==> config.mk <==
export PLATFORM = sky130hd
export DESIGN_NAME = i2c_reg_target
export DESIGN_NICKNAME = d
export VERILOG_FILES = /design/src/rtl/i2c_rs_pkg.sv /design/src/rtl/i2c_rs_cond.sv /design/src/rtl/i2c_rs_link.sv /design/src/rtl/i2c_rs_regs.sv /design/src/rtl/i2c_reg_target.sv
export SDC_FILE = /design/constraint.sdc
export NUM_CORES = 1
export LEC_CHECK = 0
export ABC_AREA = 1
export BUFFER_PORTS_ARGS = -buffer_cell sky130_fd_sc_hd__buf_4
export CAP_MARGIN = 40
export CORE_UTILIZATION = 55
export DETAILED_ROUTE_END_ITERATION = 8
export PLACE_DENSITY = 0.71
export RECOVER_POWER = 100
export SLEW_MARGIN = 20
export SYNTH_ARGS = -nofsm -noshare
export SYNTH_HDL_FRONTEND = slang
export SYNTH_HIERARCHICAL = 1
export SYNTH_SLANG_ARGS = --single-unit
==> constraint.sdc <==
create_clock -name clk -period 3.1 [get_ports clk]
set_clock_uncertainty 0.1 [all_clocks]
set_input_delay 0.465 -clock clk [delete_from_list [all_inputs] [get_ports clk]]
set_output_delay 0.465 -clock clk [all_outputs]
set_load 0.02 [all_outputs]
==> src/rtl/i2c_rs_pkg.sv <==
package i2c_rs_pkg;
   localparam int BYTE_W = 8;

   typedef enum logic [2:0] {
      ST_IDLE,
      ST_RX,
      ST_SACK,
      ST_TX,
      ST_MACK
   } link_st_e;

   typedef enum logic [1:0] {
      K_DEV,
      K_MEM,
      K_DATA
   } byte_kind_e;
endpackage

==> src/rtl/i2c_rs_cond.sv <==
module i2c_rs_cond #(
   parameter int NSYNC = 2
) (
   input  logic clk,
   input  logic rst_n,
   input  logic scl_i,
   input  logic sda_i,
   output logic sda_s,
   output logic scl_rise,
   output logic scl_fall,
   output logic start_ev,
   output logic stop_ev
);
   logic [1:0] raw;
   logic [1:0] synced;
   logic       scl_s;
   logic       scl_p;
   logic       sda_p;

   assign raw = {scl_i, sda_i};

   if (NSYNC < 2) begin : g_bad_sync
      $error("NSYNC must be at least 2");
   end

   for (genvar g = 0; g < 2; g++) begin : g_line
      logic [NSYNC-1:0] ff;
      always_ff @(posedge clk or negedge rst_n) begin
         if (!rst_n) ff <= '1;
         else        ff <= {ff[NSYNC-2:0], raw[g]};
      end
      assign synced[g] = ff[NSYNC-1];
   end

   assign scl_s = synced[1];
   assign sda_s = synced[0];

   always_ff @(posedge clk or negedge rst_n) begin
      if (!rst_n) begin
         scl_p <= 1'b1;
         sda_p <= 1'b1;
      end else begin
         scl_p <= scl_s;
         sda_p <= sda_s;
      end
   end

   assign scl_rise = scl_s & ~scl_p;
   assign scl_fall = ~scl_s & scl_p;
   assign start_ev = scl_s & scl_p & sda_p & ~sda_s;
   assign stop_ev  = scl_s & scl_p & ~sda_p & sda_s;
endmodule

==> src/rtl/i2c_rs_link.sv <==
module i2c_rs_link
   import i2c_rs_pkg::*;
#(
   parameter logic [6:0] DEV_ADDR   = 7'h2C,
   parameter int         AW         = 4,
   parameter int         CTRL_ADDR  = 8,
   parameter logic [7:0] BURST_ADDR = 8'h08
) (
   input  logic              clk,
   input  logic              rst_n,
   input  logic              sda_s,
   input  logic              scl_rise,
   input  logic              scl_fall,
   input  logic              start_ev,
   input  logic              stop_ev,
   input  logic              nv_sel,
   input  logic [BYTE_W-1:0] rd_data,
   output logic              sda_oe,
   output logic              wr_en,
   output logic [AW-1:0]     wr_addr,
   output logic [BYTE_W-1:0] wr_data,
   output logic [AW-1:0]     rd_addr
);
   localparam logic [AW-1:0] CTRL_A = AW'(CTRL_ADDR);

   link_st_e          st;
   byte_kind_e        kind;
   logic [3:0]        bitcnt;
   logic [BYTE_W-1:0] shreg;
   logic [BYTE_W-1:0] txreg;
   logic [BYTE_W-1:0] rx_byte;
   logic [AW-1:0]     nxt;
   logic              ack_q, rw_q, mack_q;
   logic              burst_ok, got_one, nv_done;
   logic              byte_end, accept_c, ack_c;

   assign rx_byte  = {shreg[BYTE_W-2:0], sda_s};
   assign byte_end = (st == ST_RX) && scl_rise && (bitcnt == 4'd7);
   assign accept_c = !nv_done && (!got_one || burst_ok);

   always_comb begin
      case (kind)
         K_DEV:   ack_c = (rx_byte[7:1] == DEV_ADDR);
         K_MEM:   ack_c = 1'b1;
         default: ack_c = accept_c;
      endcase
   end

   assign wr_en   = byte_end && (kind == K_DATA) && accept_c;
   assign wr_addr = nxt;
   assign wr_data = rx_byte;
   assign rd_addr = nxt;
   assign sda_oe  = ((st == ST_SACK) && ack_q) || ((st == ST_TX) && !txreg[BYTE_W-1]);

   always_ff @(posedge clk or negedge rst_n) begin
      if (!rst_n) begin
         st       <= ST_IDLE;
         kind     <= K_DEV;
         bitcnt   <= '0;
         shreg    <= '0;
         txreg    <= '0;
         nxt      <= AW'(1);
         ack_q    <= 1'b0;
         rw_q     <= 1'b0;
         mack_q   <= 1'b0;
         burst_ok <= 1'b0;
         got_one  <= 1'b0;
         nv_done  <= 1'b0;
      end else if (start_ev) begin
         st     <= ST_RX;
         kind   <= K_DEV;
         bitcnt <= '0;
      end else if (stop_ev) begin
         st <= ST_IDLE;
      end else begin
         case (st)
            ST_RX: begin
               if (scl_rise && bitcnt < 4'd8) begin
                  shreg  <= rx_byte;
                  bitcnt <= bitcnt + 4'd1;
               end
               if (byte_end) begin
                  ack_q <= ack_c;
                  case (kind)
                     K_DEV: rw_q <= rx_byte[0];
                     K_MEM: begin
                        nxt      <= rx_byte[AW-1:0];
                        burst_ok <= (rx_byte == BURST_ADDR);
                        got_one  <= 1'b0;
                        nv_done  <= 1'b0;
                     end
                     default: if (accept_c) begin
                        nxt     <= nxt + 1'b1;
                        got_one <= 1'b1;
                        if (nv_sel && nxt != CTRL_A) nv_done <= 1'b1;
                     end
                  endcase
               end
               if (scl_fall && bitcnt == 4'd8) st <= ST_SACK;
            end
            ST_SACK: if (scl_fall) begin
               bitcnt <= '0;
               if (!ack_q) st <= ST_IDLE;
               else if (kind == K_DEV && rw_q) begin
                  st    <= ST_TX;
                  txreg <= rd_data;
                  nxt   <= nxt + 1'b1;
               end else begin
                  st   <= ST_RX;
                  kind <= (kind == K_DEV) ? K_MEM : K_DATA;
               end
            end
            ST_TX: if (scl_fall) begin
               if (bitcnt == 4'd7) st <= ST_MACK;
               else begin
                  txreg  <= {txreg[BYTE_W-2:0], 1'b1};
                  bitcnt <= bitcnt + 4'd1;
               end
            end
            ST_MACK: begin
               if (scl_rise) mack_q <= ~sda_s;
               if (scl_fall) begin
                  if (mack_q) begin
                     st     <= ST_TX;
                     txreg  <= rd_data;
                     nxt    <= nxt + 1'b1;
                     bitcnt <= '0;
                  end else st <= ST_IDLE;
               end
            end
            default: ;
         endcase
      end
   end

   // the target changes SDA only just after SCL falls or at a bus condition
   p_sda_moves_low_scl_r1: assert property (@(posedge clk) disable iff (!rst_n)
      !$stable(sda_oe) |-> $past(scl_fall || start_ev || stop_ev));
endmodule

==> src/rtl/i2c_rs_regs.sv <==
module i2c_rs_regs #(
   parameter int         NREG      = 16,
   parameter int         AW        = 4,
   parameter int         DW        = 8,
   parameter int         CTRL_ADDR = 8,
   parameter int         SEL_BIT   = 7,
   parameter logic [7:0] INIT_XOR  = 8'hA0
) (
   input  logic          clk,
   input  logic          rst_n,
   input  logic          wr_en,
   input  logic [AW-1:0] wr_addr,
   input  logic [DW-1:0] wr_data,
   input  logic [AW-1:0] rd_addr,
   input  logic          start_ev,
   input  logic          stop_ev,
   output logic [DW-1:0] rd_data,
   output logic          nv_sel,
   output logic          nv_commit,
   output logic [AW-1:0] nv_commit_addr,
   output logic [DW-1:0] nv_commit_data
);
   localparam logic [AW-1:0] CTRL_A = AW'(CTRL_ADDR);

   logic [DW-1:0] vol [NREG];
   logic [DW-1:0] nv  [NREG];
   logic [DW-1:0] ctrl;
   logic          pend_v;
   logic [AW-1:0] pend_a;
   logic [DW-1:0] pend_d;

   function automatic logic [DW-1:0] init_val(int i);
      return DW'(INIT_XOR) ^ DW'(i);
   endfunction

   assign nv_sel  = ctrl[SEL_BIT];
   assign rd_data = (rd_addr == CTRL_A) ? ctrl : (nv_sel ? nv[rd_addr] : vol[rd_addr]);

   always_ff @(posedge clk or negedge rst_n) begin
      if (!rst_n) begin
         for (int i = 0; i < NREG; i++) begin
            vol[i] <= init_val(i);
            nv[i]  <= init_val(i);
         end
         ctrl           <= '0;
         pend_v         <= 1'b0;
         pend_a         <= '0;
         pend_d         <= '0;
         nv_commit      <= 1'b0;
         nv_commit_addr <= '0;
         nv_commit_data <= '0;
      end else begin
         nv_commit <= 1'b0;
         if (start_ev) pend_v <= 1'b0;
         else if (stop_ev && pend_v) begin
            nv[pend_a]     <= pend_d;
            nv_commit      <= 1'b1;
            nv_commit_addr <= pend_a;
            nv_commit_data <= pend_d;
            pend_v         <= 1'b0;
         end
         if (wr_en) begin
            if (wr_addr == CTRL_A) ctrl <= wr_data;
            else if (nv_sel) begin
               pend_v <= 1'b1;
               pend_a <= wr_addr;
               pend_d <= wr_data;
            end else vol[wr_addr] <= wr_data;
         end
      end
   end

   // a commit follows a STOP seen while a write was pending
   p_commit_after_stop_r3: assert property (@(posedge clk) disable iff (!rst_n)
      nv_commit |-> $past(stop_ev && pend_v));
   // a START drops the pending write and never commits it
   p_abort_drops_r4: assert property (@(posedge clk) disable iff (!rst_n)
      start_ev |=> !pend_v && !nv_commit);
   // the link never offers a second backing-copy write in one transfer
   p_one_pending_r5: assert property (@(posedge clk) disable iff (!rst_n)
      pend_v |-> !(wr_en && nv_sel && wr_addr != CTRL_A));
endmodule

==> src/rtl/i2c_reg_target.sv <==
module i2c_reg_target #(
   parameter logic [6:0] DEV_ADDR   = 7'h2C,
   parameter int         NREG       = 16,
   parameter int         CTRL_ADDR  = 8,
   parameter logic [7:0] BURST_ADDR = 8'h08,
   parameter int         SEL_BIT    = 7,
   parameter logic [7:0] INIT_XOR   = 8'hA0,
   parameter int         NSYNC      = 2
) (
   input  logic                    clk,
   input  logic                    rst_n,
   input  logic                    scl_i,
   input  logic                    sda_i,
   output logic                    sda_oe,
   output logic                    nv_commit,
   output logic [$clog2(NREG)-1:0] nv_commit_addr,
   output logic [7:0]              nv_commit_data
);
   localparam int AW = $clog2(NREG);
   localparam int DW = i2c_rs_pkg::BYTE_W;

   if (NREG != (1 << AW) || AW > DW) begin : g_bad_nreg
      $error("NREG must be a power of two of at most 256");
   end
   if (CTRL_ADDR >= NREG) begin : g_bad_ctrl
      $error("CTRL_ADDR must lie inside the map");
   end
   if (SEL_BIT >= DW) begin : g_bad_sel
      $error("SEL_BIT must lie inside a byte");
   end

   logic          sda_s, scl_rise, scl_fall, start_ev, stop_ev;
   logic          nv_sel, wr_en;
   logic [AW-1:0] wr_addr, rd_addr;
   logic [DW-1:0] wr_data, rd_data;

   i2c_rs_cond #(.NSYNC(NSYNC)) u_cond (
      .clk(clk), .rst_n(rst_n), .scl_i(scl_i), .sda_i(sda_i),
      .sda_s(sda_s), .scl_rise(scl_rise), .scl_fall(scl_fall),
      .start_ev(start_ev), .stop_ev(stop_ev)
   );

   i2c_rs_link #(
      .DEV_ADDR(DEV_ADDR), .AW(AW), .CTRL_ADDR(CTRL_ADDR), .BURST_ADDR(BURST_ADDR)
   ) u_link (
      .clk(clk), .rst_n(rst_n), .sda_s(sda_s), .scl_rise(scl_rise),
      .scl_fall(scl_fall), .start_ev(start_ev), .stop_ev(stop_ev),
      .nv_sel(nv_sel), .rd_data(rd_data), .sda_oe(sda_oe), .wr_en(wr_en),
      .wr_addr(wr_addr), .wr_data(wr_data), .rd_addr(rd_addr)
   );

   i2c_rs_regs #(
      .NREG(NREG), .AW(AW), .DW(DW), .CTRL_ADDR(CTRL_ADDR),
      .SEL_BIT(SEL_BIT), .INIT_XOR(INIT_XOR)
   ) u_regs (
      .clk(clk), .rst_n(rst_n), .wr_en(wr_en), .wr_addr(wr_addr),
      .wr_data(wr_data), .rd_addr(rd_addr), .start_ev(start_ev),
      .stop_ev(stop_ev), .rd_data(rd_data), .nv_sel(nv_sel),
      .nv_commit(nv_commit), .nv_commit_addr(nv_commit_addr),
      .nv_commit_data(nv_commit_data)
   );
endmodule

### After elaboration in Yosys (flattened, before gate mapping)

Cells that the tools add are included.

| cells by class | value |
|---|---|
| $lt $le $gt $ge | 5 |
| add/subtract/negate cells | 2 |
| reduce and logical (&&, ||, !) cells | 45 |
| muxes and demuxes | 71 |
| bitwise gates (word level) | 18 |
| eq/ne operators | 35 |

Operator list:

| kind | number |
|---|---|
| 128-bit bitwise mux | 2 |
| 8-bit two-way mux | 15 |
| 8-bit binary-select mux with 4-bit select | 2 |
| 8-bit demux with 4-bit select | 2 |
| 4-bit two-way mux | 15 |
| 3-bit two-way mux | 8 |
| 8-bit one-hot mux with 3 select lines | 1 |
| 2-bit two-way mux | 9 |
| 4-bit by 2-bit != test with 1-bit output, second input constant | 4 |
| 4-bit one-hot mux with 4 select lines | 1 |
| 3-bit by 2-bit != test with 1-bit output, second input constant | 5 |
| 5-bit AND reduction | 3 |
| 1-bit logical AND | 14 |
| 2-bit by 1-bit != test with 1-bit output, second input constant | 6 |
| 3-bit one-hot mux with 4 select lines | 1 |
| 4-bit one-hot mux with 3 select lines | 1 |
| 4-bit AND reduction | 3 |
| 6-bit AND reduction | 2 |
| 11-bit AND reduction | 1 |
| 5-bit >= comparator, second input constant | 2 |
| 5-bit by 1-bit less-than comparator with 1-bit output, second input constant | 2 |
| 1-bit two-way mux | 10 |
| 2-bit != test, second input constant | 5 |
| 4-bit inverter with 5-bit output | 2 |
| 30 further kinds | 60 |

| word-level totals | value |
|---|---|
| bits in registers | 330 |
| bits of input ports | 4 |
| word-level logic and storage cells | 231 |

### Longest topological paths before layout

Gate-level depths: netlist of the first run.

| depth | value |
|---|---|
| word-level depth | 10 |
| gate-level depth with buffers | 17 |

### Modules after synthesis

The synthesis of the first run kept the hierarchy.

Modules (own cells, without submodules):

| module | times used | cells each | seq. area each (um^2) | area an instance (um^2) |
|---|---|---|---|---|
| i2c_rs_regs | 1 | 1688 | 7417.1 | 13575.5 |
| i2c_rs_link | 1 | 322 | 852.1 | 2163.3 |
| i2c_rs_cond | 1 | 17 | 157.7 | 198.9 |

### Least setup slack after synthesis of the first run

No wires, ideal clock.

| path | value |
|---|---|
| kind | flip-flop to flip-flop |
| from | reg u_link.st[2] |
| to | reg u_regs/vol[14] (netlist name) |
| stages on the path, launching flop included | 14 |
| arrival time | 2058 ps |
| setup time | 77 ps |
| setup slack | 865 ps |
| path buffers | 2 |
| cell sequence | dfrtp_1 buf_4 nor2_2 nand2_2 inv_1 nand3_1 nor3_1 nand2_2 nor2_4 nand3_2 nor2_4 buf_6 nor2_1 a21oi_1 |

| between the ends | value |
|---|---|
| cells in the longest elaborated chain, start to end | 6 |

RTL lines:

| item | RTL line | source |
|---|---|---|
| start: declaration | i2c_rs_link.sv:26 | `link_st_e st;` |
| start signal: assignment | i2c_rs_link.sv:57 | `st <= ST_IDLE;` |
| start signal: assignment | i2c_rs_link.sv:70 | `st <= ST_RX;` |
| start signal: assignment | i2c_rs_link.sv:74 | `st <= ST_IDLE;` |
| 3-bit by 1-bit == test with 1-bit output | i2c_rs_link.sv:38 | `assign byte_end = (st == ST_RX) && scl_rise && (bitcnt == 4'd7);` |
| 1-bit logical AND (2 in series) | i2c_rs_link.sv:38 |  |
| 1-bit logical AND (2 in series) | i2c_rs_link.sv:49 | `assign wr_en = byte_end && (kind == K_DATA) && accept_c;` |
| via wr_en | i2c_reg_target.sv:33 | `logic nv_sel, wr_en;` |
| 3-bit AND reduction (no source line) | -- |  |
| end signal: indexed assignment | i2c_rs_regs.sv:42 | `vol[i] <= init_val(i);` |
| end signal: indexed assignment | i2c_rs_regs.sv:68 | `end else vol[wr_addr] <= wr_data;` |
| end: declaration | i2c_rs_regs.sv:25 | `logic [DW-1:0] vol [NREG];` |

The timed path passes the listed nets, and every way through them passes these cells.
A chain may end at the register's enable or synchronous reset.

### Final worst setup path of the first run

| path | value |
|---|---|
| from | reg u_link.bitcnt[0] |
| to | reg u_regs/vol[115] (netlist name) |

| between the ends | value |
|---|---|
| cells in the longest elaborated chain, start to end | 5 |

RTL lines:

| item | RTL line | source |
|---|---|---|
| start: declaration | i2c_rs_link.sv:28 | `logic [3:0] bitcnt;` |
| start signal: assignment | i2c_rs_link.sv:80 | `bitcnt <= bitcnt + 4'd1;` |
| start signal: assignment | i2c_rs_link.sv:117 | `bitcnt <= bitcnt + 4'd1;` |
| 4-bit by 3-bit == test with 1-bit output | i2c_rs_link.sv:38 |  |
| 1-bit logical AND | i2c_rs_link.sv:38 |  |
| 1-bit logical AND (2 in series) | i2c_rs_link.sv:49 |  |
| via wr_en | i2c_reg_target.sv:33 |  |
| 3-bit AND reduction (no source line) | -- |  |

The timed path passes the listed nets, and every way through them passes these cells.

==> impl_metrics.csv, run 1 <==
group,metric,value,unit
synth,synth-async-reset-ratio,1.00,
floorplan,die_w,172,um
clock_network,cts-root-buf,"clkbuf_16",
drt,ant_nets,0,
floorplan,core,28200,um^2
cells_and_area,layout-drive-gt1-share,0.126,
timing,period_needed,2770,ps
critical_path,r2r-start,"u_link/bitcnt[0]",
place,post-place-cells,2343,
timing,finalSetupViolCount,0,
floorplan,die-area,29700,um^2
power_and_ir_drop,power_leakage,7.80,nW
cells_and_area,fin_area,17500,um^2
cells_and_area,antenna_cells,0,
min_path,holdPathStages,0,
synth,yosysWarnings,6,
global_routing,grt_pass1_vias,12200,
timing,tightestPinTransition,1410,ps
global_routing,track_usage,0.294,
timing,fin_crit_sh,0.895,
timing,tns,0,ps
clock_network,cts_tree,"done",
power_and_ir_drop,p_total,12.5,mW
place,gp_congestion,0.887,
power_and_ir_drop,p_per_area,717,nW/um^2
drt,via_per_inst,5.48,
timing,hold_viol_final,0,
cells_and_area,final_cells,2411,
min_path,whs_endpoint,"u_cond/g_line[0].ff[1]",
synth,syn_area_per_cell,7.86,um^2
synth,synthFlopType,"dfrtp_1",
synth,synthDistinctLibCells,32,
timing,fmax,0.360,GHz
timing,grt_setup_unrepaired,"false",
global_routing,grt_max_degree,100,
min_path,holdCritStartpoint,"u_cond/g_line[0].ff[0]",
cells_and_area,finalCoreUtilization,0.620,
clock_network,clk-insertion-delay-late,530,ps
place,post-dp-hpwl,27400,um
global_routing,overflow,0,
synth,ys_ff_latch,330,
critical_path,crit-reg2reg-capture,"u_regs/vol[115]",
drt,dr.pass1.iters,5,
floorplan,row_count,61,
cells_and_area,syn_to_final_growth,9.54,%
clock_network,post_cts_resized,0,
timing,slew_viol_final,0,
critical_path,crit_path_end_kind,"flop",
critical_path,cp.required,3390,ps
clock_network,cts-htree-levels,2,
synth,synth_cells,2027,
synth,ys_top_cells_by_count,"nand2_1, o21ai_0, dfrtp_1",
drt,via_count,13200,
floorplan,start_util,0.566,
global_routing,grt_pass1_wl,67000,um
power_and_ir_drop,peakVddDrop,0.515,mV
flow_run,max-cap-violations,0,
synth,synth_top_area_frac,0.306,
outcome,status,"completed",
synth,yosysMostFrequentCell,"nand2_1",
drt,drc,0,
clock_network,cts.path.max_buffers,3,
clock_network,clk_pin_slew,60,ps
min_path,hp-class,"reg2reg",
synth,synth_nets,2035,
critical_path,path_class,"reg2reg",
synth,ys_seq_area_frac,0.529,
critical_path,startpoint_type,"flop",
floorplan,io-pin-count,18,
drt,wl,41600,um
critical_path,cp.arrival,3060,ps
floorplan,die_y,172,um
synth,ys_top_cells_by_area,"dfrtp_1, dfstp_2, nand2_1, o21ai_0, inv_1",
clock_network,numCtsBuffers,36,
place,placed_cell_area,16400,um^2
drt,wire_per_inst,17.3,um
critical_path,rr_worst_depth,10,
timing,relSlewSlack,0.0595,
synth,synth_top_cell_by_area,"dfrtp_1",
place,numPortBuffers,17,
synth,synth_edf_count,0,
global_routing,antenna_found_initial,0,
critical_path,r2r_slack,330,ps
synth,synthesis.area,15900,um^2
cells_and_area,fin_nets,2014,
clock_network,cts.sinks,330,
drt,drtIter0Drc,1216,
critical_path,crit_fanout,16,
## power by group
group / internal, mW / switching (mW)
clock: 2.82 / 1.72
combinational: 0.973 / 2.41
sequential: 4.44 / 0.149
total: 8.24 / 4.28
## state kept, by name, summed over array words and instances (netlist names), 2 cells and up
register and flops:
u_cond/g_line.ff 4, u_link/bitcnt 4, u_link/kind 2, u_link/rd_addr 4, u_link/shreg 7, u_link/st 3, u_link/txreg 8, u_regs/ctrl 8
u_regs/nv 128, u_regs/nv_commit_addr 4, u_regs/nv_commit_data 8, u_regs/pend_a 4, u_regs/pend_d 8, u_regs/vol 128
## worst max-delay path: stages (launching register included)
cell and delay [ps]:
dfrtp_1 400, ha_1 200, nand2_1 100, nor2_1 160
nand3_1 120, nor3_1 340, nand2_2 110, nor2_4 170
nand3_1 340, nor2_4 440, o21ai_0 160
## worst max-delay path by stage
stage                                start              end  slack [ps]  depth (start not counted)
final                     u_link/bitcnt[0]  u_regs/vol[115]         330                         10
after global routing      u_link/bitcnt[0]   u_regs/vol[50]          80                         11
after CTS                 u_link/bitcnt[0]   u_regs/vol[43]         430                         11
after detailed placement  u_link/bitcnt[0]   u_regs/vol[43]         450                         11
after global placement    u_link/bitcnt[0]   u_regs/vol[94]         550                         10
after floorplan               u_link/st[2]   u_regs/vol[14]         860                         13
## cells by family after synthesis
kind of cell             share of synthesized area
AND/OR/NAND/NOR                              0.263
AO/OA/AOI/OAI                                0.127
flip-flops                                   0.529
buffers and inverters                       0.0760
adder cells (fa/ha/maj)                    0.00314
XOR/XNOR                                   0.00165
## metrics by stage
stage | hold slack, ps | worst slack, ps
after floorplan | 69.4 | 865
after global placement | 245 | 548
after detailed placement | 249 | 452
after CTS | 250 | 429
after global routing | 257 | 82.5
final | 249 | 325
## layout make-up
type	count	area [um^2]
Tap cell	378	473
Fill cell	2485	10700
Timing Repair Buffer	53	378
Clock inverter	7	146
Clock buffer	58	1130
Inverter	181	681
Multi-Input combinational cell	1404	6220
Sequential cell	330	8430
## placed cells by master (no fill, tap or decap), types with 5 or more instances in the layout
cell	Yosys	routed
nor2_4	18	8
nand4_1	8	8
dfstp_2	135	130
nand2_1	691	692
dfrtp_1	195	195
a21oi_1	47	47
clkbuf_8	0	10
nor2_2	7	14
o21a_1	7	7
buf_4	18	16
clkbuf_1	64	32
o21ai_0	300	301
inv_1	174	175
nor3_1	5	5
o211ai_1	28	28
nand3_1	120	122
buf_12	0	5
clkbuf_16	0	38
nor2_1	144	147
nand2_2	11	10
## what timing repair did
item                       4_1_cts  5_1_grt
setup endpoints to repair        0        0
buffers inserted                 0        0
hold endpoints to repair        50        0
hold buffers                     3        0
## metal layers
| layer | global-route usage | up-vias | wire (um) |
|---|---|---|---|
| li1 | - | 6374 | - |
| met1 | 0.430 | 6356 | 18900 |
| met2 | 0.456 | 427 | 19000 |
| met3 | 0.0510 | 62 | 2860 |
| met4 | 0.0677 | 0 | 782 |
| met5 | 0 | - | 0 |
No activity file was read; power rests on OpenSTA's default activity.
==> run 2: changes to the inputs <==
CORE_MARGIN = 2   (was unset)
==> run 2 against run 1 <==
Effect of this change:
- the flow now finishes with violations (max-capacitance violations, max-slew violations)
- register-to-register slack lost 30 ps
- combinational power is essentially flat
- clock-buffer cell count shrank 4
- worst setup slack lost 31 ps
- cell area is essentially flat
- first-iteration DRC count grew 9.3%
- critical endpoint is now u_regs/nv[58]
==> impl_metrics.csv, run 2 (same netlist as run 1, synthesis figures left out) <==
group,metric,value,unit
flow_run,max-cap-violations,1,
place,numPortBuffers,17,
power_and_ir_drop,pwr-share-seq,0.375,
cells_and_area,finalCoreUtilization,0.609,
critical_path,path_buf_inv,2,
timing,tns,0,ps
critical_path,r2r-start,"u_cond/g_line[0].ff[1]",
power_and_ir_drop,netSwitchingFraction,0.350,
clock_network,cts-htree-levels,2,
critical_path,crit_top_cell,"nand2_1",
floorplan,row_count,62,
critical_path,path_cells,"nand2_1 > nor2_1 > buf_4 > nand3_1 > inv_1 > nand2_1 > nor2_1 > nand2_1 > nand2_1 > o21ai_0",
clock_network,clk-insertion-delay-late,530,ps
outcome,violations,"max-capacitance violations, max-slew violations",
power_and_ir_drop,clockPowerShare,0.348,
critical_path,cp.required,3370,ps
critical_path,cp.arrival,3070,ps
drt,via_count,13100,
global_routing,overflow,0,
power_and_ir_drop,p_per_area,704,nW/um^2
min_path,whs_endpoint,"u_cond/g_line[1].ff[1]",
timing,finalSetupViolCount,0,
critical_path,crit_fanout,16,
place,post-dp-hpwl,26400,um
place,gp_congestion,0.896,
global_routing,track_usage,0.274,
min_path,holdCritStartpoint,"u_cond/g_line[1].ff[0]",
clock_network,cts.sinks,330,
cells_and_area,fin_nets,2009,
min_path,hp-class,"reg2reg",
timing,slew_viol_final,88,
cells_and_area,syn_to_final_growth,9.44,%
min_path,holdPathStages,0,
critical_path,crit_path_end_kind,"flop",
cells_and_area,mostFrequentLayoutCell,"nand2_1",
drt,drtIter0Drc,1329,
cells_and_area,nFillCells,2540,
floorplan,die-area,30400,um^2
global_routing,grt_pass1_wl,66800,um
critical_path,path_class,"reg2reg",
drt,ant_nets,0,
critical_path,max_stage_delay,720,ps
drt,dr.pass1.iters,6,
drt,drc,0,
timing,fmax,0.356,GHz
drt,wire_per_inst,16.9,um
clock_network,numCtsBuffers,37,
timing,tightestPinTransition,2130,ps
cells_and_area,antenna_cells,0,
cells_and_area,final_cell_mix,"nand2_1, o21ai_0, dfrtp_1",
timing,period_needed,2810,ps
critical_path,rr_worst_depth,10,
power_and_ir_drop,combPwrFrac,0.277,
power_and_ir_drop,p_int,7.98,mW
timing,fin_crit_sh,0.905,
floorplan,die_y,174,um
power_and_ir_drop,p_total,12.3,mW
clock_network,cts_tree,"done",
critical_path,r2r_slack,290,ps
clock_network,clk_pin_slew,60,ps
timing,whs,261,ps
timing,worst_slack,294,ps
cells_and_area,fin_area,17400,um^2
timing,hold_viol_final,0,
clock_network,post_cts_resized,0,
drt,via_per_inst,5.45,
critical_path,cp_top_family,"simple AND/OR/NAND/NOR gates",
clock_network,cts.path.max_buffers,3,
power_and_ir_drop,switchingPower,4.29,mW
place,post-place-ws,499,ps
cells_and_area,largest_registers,"u_regs/nv (128), u_regs/vol (128)",
critical_path,crit-reg2reg-capture,"u_regs/nv[58]",
place,post-place-cells,2343,
critical_path,startpoint_type,"flop",
clock_network,cts-root-buf,"clkbuf_16",
cells_and_area,final_cells,2412,
floorplan,start_util,0.557,
drt,wl,40800,um
critical_path,cp_slowest_cell,"dfstp_1",
power_and_ir_drop,power_leakage,7.75,nW
floorplan,io-pin-count,18,
timing,relSlewSlack,-0.422,
global_routing,grt_max_degree,111,
power_and_ir_drop,peakVddDrop,0.552,mV
floorplan,die_w,174,um
global_routing,grt_pass1_vias,12400,
outcome,status,"finished, violations left",
place,placed_cell_area,16300,um^2
timing,grt_setup_unrepaired,"false",
floorplan,core,28600,um^2
global_routing,antenna_found_initial,1,
cells_and_area,layout-drive-gt1-share,0.125,
## run 2: cell types whose count changed in the layout (fill, tap and decap cells not counted), moves of 3 or more
| cell | change |
|---|---|
| nor2_2 | -9 |
| clkbuf_2 | -3 |
| clkinvlp_4 | +3 |
| buf_12 | +4 |
| nor2_4 | +8 |
| clkbuf_8 | -3 |
| buf_4 | -3 |
| clkbuf_1 | -3 |
| clkinv_2 | +3 |
## run 2: area by class of cell
type / count / area, um^2 / area share
Clock inverter: 12 / 125 / 0.00717
Timing Repair Buffer: 47 / 399 / 0.0229
Inverter: 181 / 681 / 0.0390
Tap cell: 384 / 480 / 0.0275
Sequential cell: 330 / 8430 / 0.483
Multi-Input combinational cell: 1404 / 6270 / 0.359
Clock buffer: 54 / 1060 / 0.0608
## run 2: worst max path at each step
stage               cells past startpoint                    from              to  slack (ps)
floorplan                              13            u_link/st[2]  u_regs/vol[14]         860
global placement                       11        u_link/bitcnt[0]  u_regs/vol[96]         530
detailed placement                     10        u_link/bitcnt[0]  u_regs/vol[88]         500
CTS                                    11        u_link/bitcnt[0]  u_regs/vol[96]         490
global route                            3                   rst_n  u_regs/nv[125]         130
finish                                 10  u_cond/g_line[0].ff[1]   u_regs/nv[58]         290
## run 2: power by group through the flow
stage                     clock, mW  combinational, mW  sequential [mW]
after CTS                      4.35               3.36             4.61
after global placement            0               3.31             4.68
final                          4.27               3.40             4.60
after global routing           4.53               3.75             4.62
after floorplan                   0               2.32             4.61
after detailed placement          0               3.33             4.68
## run 2: repair_timing
action / CTS / global route
endpoints found under the setup margin: 0 / 0
hold endpoints to repair: 50 / 0
hold buffers: 3 / 0
setup buffers: 0 / 0
## run 2: layer usage
layer / part of all wire / wire length (um) / track usage
met1: 0.46 / 18800 / 0.411
met2: 0.45 / 18400 / 0.419
met3: 0.068 / 2770 / 0.0396
met4: 0.020 / 800 / 0.0742
met5: 0 / 0 / 0
